`config.mk`:
```
export PLATFORM = sky130hd
export DESIGN_NAME = pin_event_monitor
export DESIGN_NICKNAME = d
export VERILOG_FILES = /design/src/rtl/pin_event_pkg.sv /design/src/rtl/pem_rst_sync.sv /design/src/rtl/pem_in_sync.sv /design/src/rtl/pem_change_det.sv /design/src/rtl/pem_flag_ctl.sv /design/src/rtl/pin_event_monitor.sv
export SDC_FILE = /design/constraint.sdc
export NUM_CORES = 1
export LEC_CHECK = 0
export ABC_AREA = 1
export BUFFER_PORTS_ARGS = -buffer_cell sky130_fd_sc_hd__buf_4
export CAP_MARGIN = 10
export CORE_ASPECT_RATIO = 0.75
export CORE_MARGIN = 2
export CORE_UTILIZATION = 51
export CTS_CLUSTER_SIZE = 10
export DETAILED_ROUTE_END_ITERATION = 10
export PLACE_DENSITY_LB_ADDON = 0.05
export SLEW_MARGIN = 40
export SYNTH_ARGS = -nofsm -noshare
export SYNTH_HDL_FRONTEND = slang
export SYNTH_SLANG_ARGS = --single-unit
```
`constraint.sdc`:
```
create_clock -name clk -period 1.9 [get_ports clk]
set_input_delay 0 -clock clk [delete_from_list [all_inputs] [get_ports clk]]
set_output_delay 0 -clock clk [all_outputs]
set_load 0.01 [all_outputs]
```
`src/rtl/pin_event_pkg.sv`:
```
package pin_event_pkg;

  // Role of the shared pin and the detection on/off control.
  typedef struct packed {
    logic p0_gpio;
    logic det_off;
  } evt_cfg_t;

  // Flag pair, active-low.
  typedef struct packed {
    logic chg_n;
    logic alert_n;
  } evt_flags_t;

endpackage

```
`src/rtl/pem_rst_sync.sv`:
```
module pem_rst_sync #(
  parameter int STAGES = 2
) (
  input  logic clk,
  input  logic rst_async_n,
  output logic rst_sync_n
);

  logic [STAGES-1:0] chain_q;
  logic [STAGES-1:0] chain_d;

  always_comb begin
    chain_d = {chain_q[STAGES-2:0], 1'b1};
  end

  always_ff @(posedge clk or negedge rst_async_n) begin
    if (!rst_async_n) chain_q <= '0;
    else              chain_q <= chain_d;
  end

  assign rst_sync_n = chain_q[STAGES-1];

endmodule

```
`src/rtl/pem_in_sync.sv`:
```
module pem_in_sync #(
  parameter int W      = 9,
  parameter int STAGES = 2
) (
  input  logic         clk,
  input  logic         rst_n,
  input  logic [W-1:0] din,
  output logic [W-1:0] dout
);

  logic [STAGES-1:0][W-1:0] stg_q;
  logic [STAGES-1:0][W-1:0] stg_d;

  always_comb begin
    stg_d[0] = din;
    for (int s = 1; s < STAGES; s++) stg_d[s] = stg_q[s-1];
  end

  always_ff @(posedge clk or negedge rst_n) begin
    if (!rst_n) stg_q <= '0;
    else        stg_q <= stg_d;
  end

  assign dout = stg_q[STAGES-1];

endmodule

```
`src/rtl/pem_change_det.sv`:
```
module pem_change_det #(
  parameter int W    = 9,
  parameter int FILL = 3
) (
  input  logic         clk,
  input  logic         rst_n,
  input  logic [W-1:0] cur,
  output logic [W-1:0] delta,
  output logic         primed
);

  localparam int CW = $clog2(FILL + 1);

  logic [W-1:0]  prev_q;
  logic [CW-1:0] fill_q;
  logic [CW-1:0] fill_d;
  logic          fill_en;

  assign primed  = (fill_q == CW'(FILL));
  assign fill_en = !primed;

  always_comb begin
    fill_d = fill_q;
    if (fill_en) fill_d = fill_q + 1'b1;
  end

  always_ff @(posedge clk or negedge rst_n) begin
    if (!rst_n) begin
      prev_q <= '0;
      fill_q <= '0;
    end else begin
      prev_q <= cur;
      fill_q <= fill_d;
    end
  end

  assign delta = primed ? (cur ^ prev_q) : '0;

endmodule

```
`src/rtl/pem_flag_ctl.sv`:
```
module pem_flag_ctl
  import pin_event_pkg::*;
(
  input  logic       clk,
  input  logic       rst_n,
  input  logic       chg_evt,
  input  logic       alert_evt,
  input  logic       rd_stb,
  output evt_flags_t flags
);

  evt_flags_t flags_q;
  evt_flags_t flags_d;

  always_comb begin
    flags_d = flags_q;
    if (rd_stb) begin
      flags_d.chg_n   = 1'b1;
      flags_d.alert_n = 1'b1;
    end
    // A new event overrides a read in the same cycle.
    if (chg_evt)   flags_d.chg_n   = 1'b0;
    if (alert_evt) flags_d.alert_n = 1'b0;
  end

  always_ff @(posedge clk or negedge rst_n) begin
    if (!rst_n) flags_q <= '{chg_n: 1'b1, alert_n: 1'b1};
    else        flags_q <= flags_d;
  end

  assign flags = flags_q;

endmodule

```
`src/rtl/pin_event_monitor.sv`:
```
module pin_event_monitor
  import pin_event_pkg::*;
#(
  parameter int NUM_PINS    = 9,
  parameter int SYNC_STAGES = 2,
  parameter int SHARED_PIN  = 0
) (
  input  logic                clk,
  input  logic                rst_n,
  input  logic [NUM_PINS-1:0] pin_raw,
  input  logic [NUM_PINS-1:0] alert_en,
  input  logic                cfg_p0_gpio,
  input  logic                cfg_det_off,
  input  logic                p0_level,
  input  logic                stat_rd,
  output logic                chg_flag_n,
  output logic                alert_flag_n,
  output logic                p0_pull_low
);

  localparam int                FILL       = SYNC_STAGES + 1;
  localparam logic [NUM_PINS-1:0] SHARED_BIT = NUM_PINS'(1) << SHARED_PIN;

  evt_cfg_t             cfg;
  evt_flags_t           flags;
  logic                 rst_core_n;
  logic [NUM_PINS-1:0]  pin_sync;
  logic [NUM_PINS-1:0]  delta;
  logic [NUM_PINS-1:0]  watch_mask;
  logic                 primed;
  logic                 chg_evt;
  logic                 alert_evt;

  assign cfg = '{p0_gpio: cfg_p0_gpio, det_off: cfg_det_off};

  pem_rst_sync #(.STAGES(2)) u_rst (
    .clk         (clk),
    .rst_async_n (rst_n),
    .rst_sync_n  (rst_core_n)
  );

  pem_in_sync #(.W(NUM_PINS), .STAGES(SYNC_STAGES)) u_sync (
    .clk   (clk),
    .rst_n (rst_core_n),
    .din   (pin_raw),
    .dout  (pin_sync)
  );

  pem_change_det #(.W(NUM_PINS), .FILL(FILL)) u_det (
    .clk    (clk),
    .rst_n  (rst_core_n),
    .cur    (pin_sync),
    .delta  (delta),
    .primed (primed)
  );

  // The shared pin is left out while it serves as the alert output.
  assign watch_mask = cfg.p0_gpio ? '1 : ~SHARED_BIT;

  always_comb begin
    chg_evt   = 1'b0;
    alert_evt = 1'b0;
    if (!cfg.det_off && primed) begin
      chg_evt   = |(delta & watch_mask);
      alert_evt = |(delta & watch_mask & alert_en);
    end
  end

  pem_flag_ctl u_flags (
    .clk       (clk),
    .rst_n     (rst_core_n),
    .chg_evt   (chg_evt),
    .alert_evt (alert_evt),
    .rd_stb    (stat_rd),
    .flags     (flags)
  );

  assign chg_flag_n   = flags.chg_n;
  assign alert_flag_n = flags.alert_n;

  // Open-drain: only a pull-down is ever driven.
  assign p0_pull_low = cfg.p0_gpio ? !p0_level : !flags.alert_n;

endmodule

```
==> impl_metrics.yaml <==
run_status:
  status: "complete, no violations"
sta:
  setup_violations: 0
  worst_pin_slew_ns: 0.599
  maxSlewHeadroom_pct: 60.1
  min_period_over_period_pct: 82.9
  worst_hold_slack_ns: 0.0159
  rsz0062_at_grt: "no"
  hold_viol_final: 0
  setup_tns_ns: 0
  clock_skew_ns: 0.00443
  period_minus_slack_ns: 1.57
  fmax_mhz: 635
  drv_slew: 0
setup_path:
  endpoint_kind: "flip-flop"
  critical_path_required_ns: 2.17
  path_buf_inv: 0
  cp_cell_sequence: "ha_1 > nand2_1 > nor2_1 > nand3_1 > nand2_1 > nor2_1 > nand3_1 > a21oi_2"
  reg2reg_depth: 8
  crit_arrival_ns: 1.85
  slowest_delay_ns: 0.55
  timing.rr.end: "u_flags.flags[0]"
  path_delay_family: "adder cells"
  worst_setup_path_start_kind: "flip-flop"
  timing_worst_setup_path_type: "flip-flop to flip-flop"
  r2r-start: "u_det.fill_q[1]"
  cp_max_fo: 16
  critPathSlowestCell: "ha_1"
  r2r_slack_ns: 0.33
finish:
  syn_to_final_growth_pct: 35.5
  antenna_cells: 0
  finalNetCount: 188
  seq_area_um2: 828
  multi_input_area_um2: 303
  nFillCells: 176
  final_layout_size_suffix_gt1_share_pct: 24.4
power:
  p_leak_nw: 0.881
  pwr_density_cell_nw_per_um2: 863
  finalPower_mw: 1.44
  peakVddDrop_v: 0.000618
hold_path:
  holdPathEnd: "u_flags.flags[0]"
  min_path_cells: 6
  hold_path_startpoint: "alert_en[0]"
  hold_path_class: "input port to flip-flop"
grt:
  grt_pass1_vias: 883
  overflow: 0
  antenna_found_initial: 0
  grtUsageTotal_pct: 18.5
  grt_start_max_net_pins: 32
  grt_first_pass_wirelength_mm: 3.48
route:
  ant_nets: 0
  drc: 0
  viasPerCell: 4.45
  wl_per_cell_um: 11.0
  drt-total-wl_mm: 2.18
  dr_total_vias: 882
  first_pass_iters: 4
  drt_iter0_markers: 16
cts:
  tritoncts: "built"
  cts.sink_count: 33
  ctsLongestPathBuffers: 2
  clockRootBuffer: "clkbuf_4"
  htree_levels: 2
  hold_buffers: 13
  clk_latency_ns: 0.34
  cts_resized: 0
  post-cts-setup-buffer-count: 0
  cts_buffers: 5
  clk_pin_slew_ns: 0.10
floorplan:
  io_pins: 27
  core-area_um2: 2290
  rows: 15
  die_area_um2: 2830
  dieHeight_um: 46.6
  die_x_um: 60.8
  start_util_pct: 53.8
yosys:
  yosys.area.top_type: "dfrtp_1"
  synth_area_per_cell_um2: 10.4
  yosys_warnings: 0
  synthTopCellsByArea: "dfrtp_1, nand2_1, inv_1"
  synth_nets: 143
  seq_area_frac_synth_pct: 67.2
  synth-seq-cells: 33
  yosysUniqueCellTypes: 18
  syn_inst: 118
  syn_area_um2: 1230
  synth_top_area_share_pct: 62.9
placement:
  gp_congestion: 0.882
  hpwl_mm: 1.47
  portBuffers: 26
job:
  max-cap-violations: 0
## per-stage QoR
| stage | util [%] | setup slack [ns] | cells | area [µm²] |
|---|---|---|---|---|
| 2_1_floorplan | - | 0.619 | 118 | 1230 |
| 3_3_place_gp | 63.4 | 0.446 | 177 | 1450 |
| 3_5_place_dp | 63.4 | 0.365 | 177 | 1450 |
| 4_1_cts | 73.0 | 0.341 | 198 | 1670 |
| 5_1_grt | 73.0 | 0.194 | 198 | 1670 |
| 6_report | 73.0 | 0.325 | 198 | 1670 |
## cells in the final DEF, fill, tap and decap left out
master         netlist  final
bufinv_16            0      1
clkbuf_8             0      1
nand2_1             30     30
mux2i_1              1      1
a21oi_2              1      1
buf_4                0     27
nand4_2              1      1
xnor2_1              1      1
dfrtp_1             31     31
dfstp_2              2      2
clkinvlp_4           0      1
clkbuf_4             0      5
ha_1                 1      1
dlygate4sd3_1        0     13
conb_1               1      1
nand3_2              1      1
nor2_1              10     10
inv_1               20     20
nand3_1              8      8
a21oi_1              2      2
o21ai_0              1      1
nand4_1              5      5
## power by group
group          total [mW]  leakage [nW]  switching, mW  internal, mW
Combinational       0.139         0.460         0.0608        0.0781
Clock               0.547        0.0445          0.235         0.312
Sequential          0.756         0.376         0.0172         0.739
## registers in the layout (all words and copies together), names as in the netlist
name,cells
u_sync.stg_d,9
u_det.prev_q,9
u_sync.dout,9
u_rst.chain_q,2
u_flags.flags,2
u_det.fill_q,2
## Yosys cell counts
cell,number
mux2i_1,1
nand4_2,1
conb_1,1
buf_6,1
nand4_1,5
dfrtp_1,31
nor2_1,10
a21oi_1,2
inv_1,20
nand2_1,30
nand3_1,8
o21ai_0,1
xnor2_1,1
nand3_2,1
ha_1,1
buf_8,1
dfstp_2,2
a21oi_2,1
## layer usage
layer  GRT usage [%]  share of wire [%]
met1            20.2                 41
met2            30.8                 50
met3            6.18                6.7
met4            13.0                1.9
met5               0                  0
## logic make-up after synthesis
kind of cell	synth area share, %
AOI/OAI and AO/OA	1.93
adders and majority gates	1.02
xor gates and xnor gates	0.711
other	0.304
DFF	67.2
muxes	0.812
and+or+nand+nor	19.8
buffers and inverters	8.22
## area by class of cell
cell class / count / area share [%]
Clock buffer: 6 / 3.07
Clock inverter: 2 / 2.25
Inverter: 20 / 4.49
Multi-Input combinational cell: 63 / 18.1
Sequential cell: 33 / 49.6
Tap cell: 34 / 2.55
Timing Repair Buffer: 40 / 19.9
## worst max path at each step
| stage | end | slack, ns | cells past startpoint | from |
|---|---|---|---|---|
| 3_5_place_dp | u_flags.flags[0] | 0.37 | 8 | u_det.fill_q[0] |
| 6_report | u_flags.flags[0] | 0.33 | 8 | u_det.fill_q[1] |
| 5_1_grt | u_flags.flags[0] | 0.19 | 8 | u_det.fill_q[1] |
| 2_1_floorplan | u_flags.flags[0] | 0.62 | 8 | u_det.fill_q[0] |
| 4_1_cts | u_flags.flags[0] | 0.34 | 8 | u_det.fill_q[1] |
| 3_3_place_gp | u_flags.flags[0] | 0.45 | 8 | u_det.fill_q[0] |
## worst reg2reg max path, delay by kind of cell, from the launching register on
| family | cells | cell delay, ns |
|---|---|---|
| flops | 1 | 0.38 |
| fa+ha+maj | 1 | 0.55 |
| compound gates | 1 | 0.05 |
| simple gates | 6 | 0.52 |
No activity file was read; power rests on OpenSTA's default activity.
